<file path="config.mk">
export PLATFORM = sky130hd
export DESIGN_NAME = int_dispatch_unit
export DESIGN_NICKNAME = d
export VERILOG_FILES = /design/src/rtl/int_disp_pkg.sv /design/src/rtl/int_pend_queue.sv /design/src/rtl/int_lat_timer.sv /design/src/rtl/int_nest_stack.sv /design/src/rtl/int_dispatch_unit.sv
export SDC_FILE = /design/constraint.sdc
export NUM_CORES = 1
export LEC_CHECK = 0
export BUFFER_PORTS_ARGS = -buffer_cell sky130_fd_sc_hd__buf_4
export CORE_MARGIN = 2
export CORE_UTILIZATION = 62
export DETAILED_ROUTE_END_ITERATION = 12
export PLACE_DENSITY = 0.82
export REMOVE_ABC_BUFFERS = 1
export SLEW_MARGIN = 20
export SYNTH_ARGS = -nofsm -noshare
export SYNTH_HDL_FRONTEND = slang
export SYNTH_HIERARCHICAL = 1
export SYNTH_SLANG_ARGS = --single-unit
</file>
<file path="constraint.sdc">
create_clock -name clk -period 2.8 [get_ports clk]
set_input_delay 0.56 -clock clk [delete_from_list [all_inputs] [get_ports clk]]
set_output_delay 0.56 -clock clk [all_outputs]
set_load 0.05 [all_outputs]
</file>
<file path="src/rtl/int_disp_pkg.sv">
package int_disp_pkg;

  // What the dispatch logic does with the entry chosen by the scan
  typedef enum logic [1:0] {
    SVC_IDLE = 2'd0,
    SVC_JUMP = 2'd1,
    SVC_DROP = 2'd2
  } svc_act_e;

endpackage

</file>
<file path="src/rtl/int_pend_queue.sv">
// Arrival-order queue of source indices with a lowest-index scan.
module int_pend_queue #(
  parameter int NUM_SRC = 8,
  parameter int QDEPTH  = 16,
  localparam int SRC_W  = (NUM_SRC > 1) ? $clog2(NUM_SRC) : 1,
  localparam int PTR_W  = $clog2(QDEPTH),
  localparam int CNT_W  = $clog2(QDEPTH + 1)
) (
  input  logic               clk,
  input  logic               rst_n,
  input  logic [NUM_SRC-1:0] raised,
  input  logic               remove,
  output logic [SRC_W-1:0]   sel_src,
  output logic               nonempty
);

  logic [SRC_W-1:0]   slot_q [QDEPTH];
  logic [PTR_W-1:0]   rd_q, rd_n, wr_q, wr_n;
  logic [CNT_W-1:0]   cnt_q, cnt_n;
  logic [NUM_SRC-1:0] inq_q, inq_n;
  logic [NUM_SRC-1:0] latch_q, latch_n;
  logic [NUM_SRC-1:0] raised_q;
  logic [NUM_SRC-1:0] rise, cand, enq_oh;
  logic               enq_v;
  logic [SRC_W-1:0]   enq_src;
  logic               rem_ok;
  logic               found;
  logic [PTR_W-1:0]   best_slot;
  logic [SRC_W-1:0]   best_src;

  // Request capture: new rising edges plus earlier edges not yet queued
  always_comb begin
    rise    = raised & ~raised_q;
    cand    = (latch_q | rise) & ~inq_q;
    enq_v   = 1'b0;
    enq_src = '0;
    enq_oh  = '0;
    if (cnt_q != CNT_W'(QDEPTH)) begin
      for (int i = NUM_SRC - 1; i >= 0; i--) begin
        if (cand[i]) begin
          enq_v   = 1'b1;
          enq_src = SRC_W'(i);
        end
      end
    end
    if (enq_v) enq_oh[enq_src] = 1'b1;
    latch_n = cand & ~enq_oh;
  end

  // Scan the occupied slots, from read pointer onward, for the lowest index
  always_comb begin
    found     = 1'b0;
    best_slot = rd_q;
    best_src  = '0;
    for (int i = 0; i < QDEPTH; i++) begin
      if ((CNT_W'(i) < cnt_q) &&
          (!found || (slot_q[PTR_W'(rd_q + PTR_W'(i))] < best_src))) begin
        found     = 1'b1;
        best_src  = slot_q[PTR_W'(rd_q + PTR_W'(i))];
        best_slot = PTR_W'(rd_q + PTR_W'(i));
      end
    end
  end

  assign rem_ok = remove && found;

  always_comb begin
    rd_n  = rd_q;
    wr_n  = wr_q;
    inq_n = inq_q;
    if (enq_v) begin
      wr_n           = wr_q + 1'b1;
      inq_n[enq_src] = 1'b1;
    end
    if (rem_ok) begin
      rd_n            = rd_q + 1'b1;
      inq_n[best_src] = 1'b0;
    end
    cnt_n = cnt_q + CNT_W'(enq_v) - CNT_W'(rem_ok);
  end

  always_ff @(posedge clk or negedge rst_n) begin
    if (!rst_n) begin
      rd_q     <= '0;
      wr_q     <= '0;
      cnt_q    <= '0;
      inq_q    <= '0;
      latch_q  <= '0;
      raised_q <= '0;
    end else begin
      rd_q     <= rd_n;
      wr_q     <= wr_n;
      cnt_q    <= cnt_n;
      inq_q    <= inq_n;
      latch_q  <= latch_n;
      raised_q <= raised;
    end
  end

  // Storage: the write slot is never occupied, so it never equals best_slot
  always_ff @(posedge clk) begin
    if (enq_v)  slot_q[wr_q]      <= enq_src;
    if (rem_ok) slot_q[best_slot] <= slot_q[rd_q];
  end

  assign sel_src  = best_src;
  assign nonempty = (cnt_q != '0);

endmodule

</file>
<file path="src/rtl/int_lat_timer.sv">
// Counts service opportunities; fires on the LATENCY-th one after arming.
module int_lat_timer #(
  parameter int LATENCY = 2,
  localparam int W      = $clog2(LATENCY + 1)
) (
  input  logic clk,
  input  logic rst_n,
  input  logic gie,
  input  logic pending,
  output logic fire
);

  logic [W-1:0] wait_q, wait_n;

  always_comb begin
    wait_n = wait_q;
    fire   = 1'b0;
    if (!pending) begin
      wait_n = '0;
    end else if (gie) begin
      if (wait_q == '0) begin
        wait_n = W'(LATENCY);
      end else begin
        wait_n = wait_q - 1'b1;
        fire   = (wait_q == W'(1));
      end
    end
  end

  always_ff @(posedge clk or negedge rst_n) begin
    if (!rst_n) wait_q <= '0;
    else        wait_q <= wait_n;
  end

endmodule

</file>
<file path="src/rtl/int_nest_stack.sv">
// Record of vectors of handlers currently running.
module int_nest_stack #(
  parameter int NEST_DEPTH = 4,
  parameter int VEC_W      = 4,
  localparam int DW        = $clog2(NEST_DEPTH + 1),
  localparam int IW        = $clog2(NEST_DEPTH)
) (
  input  logic             clk,
  input  logic             rst_n,
  input  logic             push,
  input  logic [VEC_W-1:0] push_vec,
  input  logic             pop,
  output logic [DW-1:0]    depth,
  output logic [VEC_W-1:0] top_vec,
  output logic             overflow
);

  logic [VEC_W-1:0] stk_q [NEST_DEPTH];
  logic [DW-1:0]    depth_q, depth_n;
  logic             ovf_q, ovf_n;
  logic             wr_en;
  logic             full;

  assign full = (depth_q == DW'(NEST_DEPTH));

  always_comb begin
    depth_n = depth_q;
    ovf_n   = 1'b0;
    wr_en   = 1'b0;
    if (push) begin
      if (full) begin
        ovf_n = 1'b1;
      end else begin
        wr_en   = 1'b1;
        depth_n = depth_q + 1'b1;
      end
    end else if (pop && (depth_q != '0)) begin
      depth_n = depth_q - 1'b1;
    end
  end

  always_ff @(posedge clk or negedge rst_n) begin
    if (!rst_n) begin
      depth_q <= '0;
      ovf_q   <= 1'b0;
    end else begin
      depth_q <= depth_n;
      ovf_q   <= ovf_n;
    end
  end

  always_ff @(posedge clk) begin
    if (wr_en) stk_q[IW'(depth_q)] <= push_vec;
  end

  assign depth    = depth_q;
  assign top_vec  = (depth_q == '0) ? '0 : stk_q[IW'(depth_q - 1'b1)];
  assign overflow = ovf_q;

endmodule

</file>
<file path="src/rtl/int_dispatch_unit.sv">
module int_dispatch_unit
  import int_disp_pkg::*;
#(
  parameter int NUM_SRC    = 8,
  parameter int QDEPTH     = 16,
  parameter int PC_W       = 16,
  parameter int VEC_SIZE   = 2,
  parameter int LATENCY    = 2,
  parameter int NEST_DEPTH = 4,
  localparam int SRC_W     = (NUM_SRC > 1) ? $clog2(NUM_SRC) : 1,
  localparam int VEC_W     = $clog2(NUM_SRC + 1),
  localparam int NEST_DW   = $clog2(NEST_DEPTH + 1)
) (
  input  logic               clk,
  input  logic               rst_n,
  input  logic [NUM_SRC-1:0] irq_raised,
  input  logic [NUM_SRC-1:0] irq_enable,
  input  logic               gie,
  input  logic [PC_W-1:0]    pc_in,
  input  logic               reti_done,
  output logic               push_valid,
  output logic [PC_W-1:0]    push_addr,
  output logic               gie_clear,
  output logic               pc_load,
  output logic [PC_W-1:0]    pc_new,
  output logic [NUM_SRC-1:0] irq_ack,
  output logic               any_pending,
  output logic [NEST_DW-1:0] nest_depth,
  output logic [VEC_W-1:0]   nest_top,
  output logic               nest_err
);

  // Reset: asserted asynchronously, released on the clock
  logic [1:0] rsync_q;
  logic       rst_core_n;

  always_ff @(posedge clk or negedge rst_n) begin
    if (!rst_n) rsync_q <= 2'b00;
    else        rsync_q <= {rsync_q[0], 1'b1};
  end
  assign rst_core_n = rsync_q[1];

  logic [SRC_W-1:0]   sel_src;
  logic               q_nonempty;
  logic               fire;
  svc_act_e           act;
  logic               jump;
  logic [VEC_W-1:0]   sel_vec;
  logic [PC_W-1:0]    target_pc;
  logic [NUM_SRC-1:0] ack_n;

  int_pend_queue #(
    .NUM_SRC (NUM_SRC),
    .QDEPTH  (QDEPTH)
  ) u_queue (
    .clk      (clk),
    .rst_n    (rst_core_n),
    .raised   (irq_raised),
    .remove   (fire),
    .sel_src  (sel_src),
    .nonempty (q_nonempty)
  );

  int_lat_timer #(
    .LATENCY (LATENCY)
  ) u_timer (
    .clk     (clk),
    .rst_n   (rst_core_n),
    .gie     (gie),
    .pending (q_nonempty),
    .fire    (fire)
  );

  // Decide between a jump and a silent discard for the chosen entry
  always_comb begin
    act = SVC_IDLE;
    if (fire) begin
      act = (irq_enable[sel_src] && irq_raised[sel_src]) ? SVC_JUMP : SVC_DROP;
    end
  end

  assign jump      = (act == SVC_JUMP);
  assign sel_vec   = VEC_W'(sel_src) + 1'b1;
  assign target_pc = PC_W'(sel_vec) * PC_W'(VEC_SIZE);

  always_comb begin
    ack_n = '0;
    if (jump) ack_n[sel_src] = 1'b1;
  end

  int_nest_stack #(
    .NEST_DEPTH (NEST_DEPTH),
    .VEC_W      (VEC_W)
  ) u_nest (
    .clk      (clk),
    .rst_n    (rst_core_n),
    .push     (jump),
    .push_vec (sel_vec),
    .pop      (reti_done),
    .depth    (nest_depth),
    .top_vec  (nest_top),
    .overflow (nest_err)
  );

  // Registered jump outputs
  logic               jump_q;
  logic [PC_W-1:0]    push_addr_q, pc_new_q;
  logic [NUM_SRC-1:0] ack_q;

  always_ff @(posedge clk or negedge rst_core_n) begin
    if (!rst_core_n) begin
      jump_q      <= 1'b0;
      ack_q       <= '0;
      push_addr_q <= '0;
      pc_new_q    <= '0;
    end else begin
      jump_q <= jump;
      ack_q  <= ack_n;
      if (jump) begin
        push_addr_q <= pc_in;
        pc_new_q    <= target_pc;
      end
    end
  end

  assign pc_load     = jump_q;
  assign push_valid  = jump_q;
  assign gie_clear   = jump_q;
  assign push_addr   = push_addr_q;
  assign pc_new      = pc_new_q;
  assign irq_ack     = ack_q;
  assign any_pending = q_nonempty;

endmodule

</file>
==> qor.yml, run 1 <==
run_status:
  status: "aborted with a tool error"
  lastStage: "clock tree synthesis (4_1_cts)"
  error_line: "[ERROR DPL-0033] detailed placement checks failed during check placement."
yosys:
  synth_area_per_cell_um2: 10.35
  yosys-top-cells-count: "mux2i_1, nand2_1, nor2_1"
  syn_inst: 1169
  synthXorXnorAreaFrac_pct: 1.996
  synth_warnings: 6
  ys.flop_type: "dfrtp_1"
  yosys.area.top_type: "edfxtp_1"
  synth_simple_gate_area_share_pct: 14.29
  ys_types: 97
  async_reset_ff_share_pct: 53.62
  synthMuxAreaShare_pct: 26.22
  synth_fa_ha_area_share_pct: 6.268
  synth_compound_area_share_pct: 14.56
  synth_seq_area_share_pct: 31.20
  synth_top_area_share_pct: 15.89
  synth_area_leaders: "edfxtp_1, dfrtp_1, mux4_2"
  syn_area_mm2: 0.01210
  synth_seq_cells: 138
  synth_top_family_by_area: "multiplexers"
  post-synth-top-count-cell: "mux2i_1"
  synth_edf_count: 64
clock_network:
  clock_path_buffers: 2
  numCtsBuffers: 17
  cts_sinks: 138
  post_cts_resized: 264
  holdBufCountCts: 1
  htreeDepth: 4
  cts_root_buf: "clkbuf_16"
  post_cts_buffers: 139
die:
  initial_core_util_pct: 62.56
  pin_count: 88
  fp.dieH_um: 143.7
  fp.dieW_um: 143.7
  floorplan.rows: 51
placement:
  gp_congestion: 1.043
  place_area_mm2: 0.01557
  hpwl_mm: 34.41
  place_inst: 1833
  port_buffers: 75
per-stage QoR:
step	util [%]	setup slack, ns	TNS [ns]
global placement	80.53	-20.86	-3458.15
detailed placement	80.53	-22.09	-3676.86
floorplan	-	-26.44	-4254.10
kinds of logic after synthesis:
| family | after synthesis |
|---|---|
| and+or+nand+nor | 339 |
| AOI/OAI and AO/OA | 250 |
| muxes | 218 |
| DFF | 138 |
| buffers and inverters | 137 |
| adders and majority gates | 60 |
| xor gates and xnor gates | 25 |
| other | 2 |
==> run 2, diff against run 1 <==
Settings changed: CORE_UTILIZATION 62 to 40, PLACE_DENSITY 0.82 to unset, PLACE_DENSITY_LB_ADDON set to 0.15.
==> run 2 against run 1 <==
The flow now finishes, with violations (negative setup slack). Synthesized cell count unchanged. Synthesized area unchanged.
==> qor.yml, run 2 <==
run_status:
  status: "finished with violations"
  failed_checks: "negative setup slack"
cells_and_area:
  final_util_pct: 67.12
  area_growth_pct: 64.89
  drive_above_1_share_pct: 60.17
  largest_reg_flops: 48
  final_cell_mix: "buf_4, mux2i_1, mux4_2, dfrtp_1, nand2_1"
  largest_register: "u_queue/slot_q"
  final_cell_area_mm2: 0.01995
  final_common_cell: "buf_4"
  finalNonFillerCells: 2244
  nNetsFinal: 1936
placement:
  place_area_mm2: 0.01590  # +2.1%
  place_inst: 1982  # +8.1%
  hpwl_mm: 32.73  # -4.9%
  gp_congestion: 0.9260  # -11%
  port_buffers: 75  # unchanged
sta:
  timing.slew.headroom_pct: 37.02
  worst_pin_slew_ns: 0.9184
  finClkSkew_ns: 0.02048
  postLayoutSetupSlackWorst_ns: -21.28
  final.period_utilization_pct: 860.1
  finalMaxSlewViolations: 0
  fin_crit_ns: 24.08
  setup-violations-final: 176
  fmax_mhz: 41.52
  hold_viol: 0
  rsz0062_at_grt: "yes"
grt:
  grt_first_pass_wirelength_mm: 72.65
  grt.overflow.total: 0
  met3_usage_pct: 4.884
  grt_max_degree: 73
  grt_pass1_vias: 12830
  top_usage_layer: "met2"
  antenna_found_initial: 0
  met1_usage_pct: 38.55
  grt_usage_pct: 30.07
  met2_usage_pct: 49.53
drt:
  ant_nets: 0
  routed_wl_mm: 50.54
  routed_via_density: 5.771
  drt_first_iter_violations: 964
  drt_pass1_iterations: 5
  vias: 12950
  routedWlPerCell_um: 22.52
  drc: 0
run:
  drv_cap: 0
worst_setup_path:
  crit_arrival_ns: 24.41
  crit_slowest_cell: "mux4_2"
  path_buf_inv: 27
  path_class: "register to register"
  path_max_fanout: 6
  cp-start-kind: "register"
  cpLargestDelayFamily: "compound AO/OA/AOI/OAI gates"
  crit_top_cell: "buf_4"
  crit_path_end_kind: "register"
  cp.required_ns: 3.13
  max_stage_delay_ns: 0.55
clock_network:
  htreeDepth: 4  # unchanged
  cts_tree: "done"
  cts_sinks: 138  # unchanged
  cts_root_buf: "clkbuf_16"
  clk_pin_slew_ns: 0.07
  numCtsBuffers: 17  # unchanged
  clock_path_buffers: 2  # unchanged
  clkLatencyLatePin_ns: 0.42
yosys:
  synth_area_per_cell_um2: 10.35  # unchanged
  syn_area_mm2: 0.01210  # unchanged
  ys_types: 97  # unchanged
  async_reset_ff_share_pct: 53.62  # unchanged
  synth_area_leaders: "edfxtp_1, dfrtp_1, mux4_2"
  synth_top_area_share_pct: 15.89  # unchanged
  yosys.area.top_type: "edfxtp_1"
  ys.flop_type: "dfrtp_1"
  post-synth-top-count-cell: "mux2i_1"
  syn_inst: 1169  # unchanged
  synth_seq_cells: 138  # unchanged
  synth_warnings: 6  # unchanged
  synth_edf_count: 64  # unchanged
  synth_seq_area_share_pct: 31.20  # unchanged
  yosys-top-cells-count: "mux2i_1, nand2_1, nor2_1"
die:
  pin_count: 88  # unchanged
  initial_core_util_pct: 40.71  # -22 points
  fp.dieW_um: 177.9  # +24%
  floorplan.rows: 63  # +24%
  coreArea_mm2: 0.02972
  die_area_mm2: 0.03165
  fp.dieH_um: 177.9  # +24%
worst_hold_path:
  hold_class: "register to async pin"
==> run 2: logic make-up (layout without fill, tap and decap cells) <==
kind of cell | after synthesis | after routing | share of synthesized area [%]
simple gates | 339 | 339 | 14.29
compound gates | 250 | 250 | 14.56
mux | 218 | 218 | 26.22
flops | 138 | 138 | 31.20
buf+inv | 137 | 810 | 5.399
fa+ha+maj | 60 | 60 | 6.268
xor+xnor | 25 | 25 | 1.996
other cells | 2 | 14 | 0.06208
==> run 2: what timing repair did <==
action,in CTS,in global routing
gates resized for setup,291,109
hold buffers,1,0
buffers inserted,178,60
setup endpoints to repair,176,177
hold endpoints to repair,2,0
pin swaps,126,138
cloned,1,1
==> run 2: cell type report <==
| cell class | count | area, µm² |
|---|---|---|
| Antenna cell | 1 | 2.502 |
| Clock buffer | 17 | 425.4 |
| Clock inverter | 15 | 155.1 |
| Fill cell | 2117 | 9771 |
| Inverter | 60 | 240.2 |
| Multi-Input combinational cell | 905 | 9130 |
| Sequential cell | 138 | 3780 |
| Tap cell | 390 | 488.0 |
| Timing Repair Buffer | 718 | 5725 |
==> run 2: path summary, 6_finish.rpt <==
check                                      from                   to  slack (ns)  cells after the start
worst min-delay path                 rsync_q[1]  u_queue/raised_q[4]        0.21                      0
max in group asynchronous            rsync_q[1]            pc_new[4]        2.01                      1
worst max-delay path            u_queue/rd_q[0]      u_nest/depth[0]      -21.28                    142
min in group clk                  irq_raised[1]  u_queue/raised_q[1]        0.27                      1
worst min register to register       rsync_q[1]  u_queue/raised_q[4]        0.21                      0
worst max register to register  u_queue/rd_q[0]      u_nest/depth[0]      -21.28                    142
==> run 2: through the flow <==
stage          setup slack [ns]  hold WS (ns)  setup TNS [ns]
2_1_floorplan            -26.44        0.2644        -4254.10
3_3_place_gp             -21.23        0.3359        -3529.03
3_5_place_dp             -22.09        0.3389        -3670.34
4_1_cts                  -19.89        0.2603        -3326.07
5_1_grt                  -22.24        0.2468        -3706.31
6_report                 -21.28        0.2144        -3547.26
==> run 2: routing by layer <==
| layer | up-vias | part of all wire, % |
|---|---|---|
| li1 | 5743 | - |
| met1 | 6398 | 40 |
| met2 | 610 | 47 |
| met3 | 199 | 6.9 |
| met4 | 0 | 6.1 |
| met5 | - | 0 |
Power of run 2 is left out: the tool's default activity adds up to more than one toggle a clock period on the data nets, which glitch-free logic cannot reach.
==> run 3, diff against run 2 <==
Settings changed: CTS_CLUSTER_DIAMETER set to 100, PLACE_DENSITY_LB_ADDON 0.15 to unset.
==> run 3 against run 2 <==
The flow still finishes with violations (negative setup slack). Global-route usage decreased by 0.52 points. Critical endpoint unchanged. Via count decreased by 0.25%. Register-to-register slack improved by 0.43 ns. Largest cell class unchanged. Clock-buffer cell count increased by 2. Maximum frequency increased by 1.8%. First-iteration DRC count increased by 22%. Die area unchanged. Final area decreased by 0.63%. Routed wire length decreased by 1.5%. Flip-flop and latch count unchanged. Critical path type unchanged. Critical path depth decreased by 2.
==> qor.yml, run 3 (same netlist as run 2, synthesis figures left out) <==
clock_network:
  htreeDepth: 4  # unchanged
  cts_root_buf: "clkbuf_16"
  clkLatencyLatePin_ns: 0.44  # +0.02 ns
  numCtsBuffers: 17  # unchanged
  clock_path_buffers: 2  # unchanged
  clk_pin_slew_ns: 0.07  # about the same
  cts_tree: "done"
  cts_sinks: 138  # unchanged
cells_and_area:
  area_growth_pct: 63.86
  final_cell_mix: "buf_4, mux2i_1, mux4_2, dfrtp_1, nand2_1"
  drive_above_1_share_pct: 59.38  # -0.80 points
  final_cell_area_mm2: 0.01982  # -0.63%
  final_util_pct: 66.70  # -0.42 points
  num-fill-cells: 2099  # -0.85%
  antennaDiodeCount: 0  # -1
  final_common_cell: "buf_4"
  largest_register: "u_queue/slot_q"
  nNetsFinal: 1912  # -1.2%
  largest_reg_flops: 48  # unchanged
worst_setup_path:
  path_max_fanout: 6  # unchanged
  rrSetupSlack_ns: -20.85  # +0.43 ns
  max_stage_delay_ns: 0.54  # about the same
  cp-start-kind: "register"
  ff2ff_path_depth: 140  # -1.4%
  crit_top_cell: "buf_4"
  path_class: "register to register"
  crit_path_end_kind: "register"
  crit_arrival_ns: 24.00  # -0.41 ns
  reg2reg_to: "u_nest/depth[0]"
  crit_slowest_cell: "mux4_2"
  reg2reg_from: "u_queue/rd_q[0]"
  cp.required_ns: 3.15  # +0.02 ns
drt:
  routedWlPerCell_um: 22.44  # -0.37%
  drt_first_iter_violations: 1177  # +22%
  vias: 12920  # -0.25%
  drt_pass1_iterations: 6  # +1
  ant_nets: 0  # unchanged
  routed_via_density: 5.822  # +0.88%
  drc: 0  # unchanged
  routed_wl_mm: 49.79  # -1.5%
sta:
  fmax_mhz: 42.28  # +1.8%
  final.period_utilization_pct: 844.6  # -15 points
  setup-violations-final: 173  # -1.7%
  finClkSkew_ns: 0.01437  # -0.006106 ns
  timing.slew.headroom_pct: 33.88  # -3.1 points
  hold_viol: 0  # unchanged
  rsz0062_at_grt: "yes"
  finalMaxSlewViolations: 0  # unchanged
  fin_crit_ns: 23.65  # -0.4320 ns
  worst_pin_slew_ns: 0.9918  # +0.07333 ns
  fin_tns_setup_ns: -3483.18  # +64.08 ns
  postLayoutSetupSlackWorst_ns: -20.85  # +0.4320 ns
run_status:
  status: "finished with violations"
  failed_checks: "negative setup slack"
die:
  floorplan.rows: 63  # unchanged
  coreArea_mm2: 0.02972  # unchanged
  fp.dieW_um: 177.9  # unchanged
  initial_core_util_pct: 40.71  # unchanged
  pin_count: 88  # unchanged
  fp.dieH_um: 177.9  # unchanged
  die_area_mm2: 0.03165  # unchanged
worst_hold_path:
  hold_class: "input port to register"
  hold_path_depth: 2
  min_to: "u_queue/raised_q[2]"
  hold_start: "irq_raised[2]"
grt:
  grt_first_pass_wirelength_mm: 71.33  # -1.8%
  grt_pass1_vias: 12610  # -1.7%
  grt_max_degree: 73  # unchanged
  antenna_found_initial: 0  # unchanged
  grt_usage_pct: 29.56  # -0.52 points
  grt.overflow.total: 0  # unchanged
placement:
  place_area_mm2: 0.01580  # -0.58%
  place_ws_ns: -22.49  # -0.3928 ns
  port_buffers: 75  # unchanged
  gp_congestion: 0.9691  # +4.7%
  hpwl_mm: 32.00  # -2.2%
run:
  drv_cap: 0  # unchanged
-- run 3: changes by cell type in the layout (fill, tap and decap cells not counted), moves of 5 or more --
cell     delta
o21ai_2     -5
nor2_2      -9
buf_4      -17
nor2_4      +5
buf_6       -9
-- run 3: what timing repair did --
item | in CTS | in global routing
hold endpoints to repair | 2 | 0
gates cloned | 1 | 0
pin swaps | 117 | 68
gates resized for setup | 292 | 94
buffers inserted | 177 | 43
hold buffers | 1 | 0
endpoints found under the setup margin | 178 | 177
-- run 3: worst max-delay path by stage --
stage,from,end,slack (ns),cells after the start
3_3_place_gp,u_queue/rd_q[1],push_addr[14],-21.48,133
5_1_grt,u_queue/rd_q[0],u_nest/depth[0],-21.74,140
6_report,u_queue/rd_q[0],u_nest/depth[0],-20.85,140
2_1_floorplan,u_queue/rd_q[0],u_nest/depth[0],-26.44,132
4_1_cts,u_queue/rd_q[0],u_nest/depth[1],-19.62,138
3_5_place_dp,u_queue/rd_q[1],u_nest/stk_q[2][0],-22.49,134
-- run 3: layer usage --
metal | share of wire (%) | global-route usage (%)
met1 | 39 | 38.20
met5 | 0 | 0
met4 | 5.3 | 12.88
met2 | 49 | 48.50
met3 | 6.9 | 5.334
-- run 3: through the flow --
| step | hold slack [ns] | cells |
|---|---|---|
| 2_1_floorplan | 0.2644 | 1103 |
| 6_report | 0.3366 | 2219 |
| 3_3_place_gp | 0.3368 | 1968 |
| 4_1_cts | 0.3313 | 2176 |
| 5_1_grt | 0.3275 | 2219 |
| 3_5_place_dp | 0.3402 | 1968 |
-- run 3: cell type report --
class	count	area, µm²	area share (%)
timing repair buffer	694	5547	27.98
sequential	138	3781	19.08
clock inverter	13	141.4	0.7133
clock buffer	19	454.2	2.291
multi-input combinational	905	9174	46.28
tap	390	488.0	2.462
inverter	60	236.5	1.193
-- run 3: critical path: cells and delay by family, from the launching register on --
kind            cells  cell delay [ns]
simple gates       34             4.86
mux                 8             2.44
fa+ha+maj          15             3.90
compound gates     51             8.08
xor+xnor            2             0.19
flops               1             0.38
buf+inv            30             3.66
Power of run 3 is left out for the same reason.
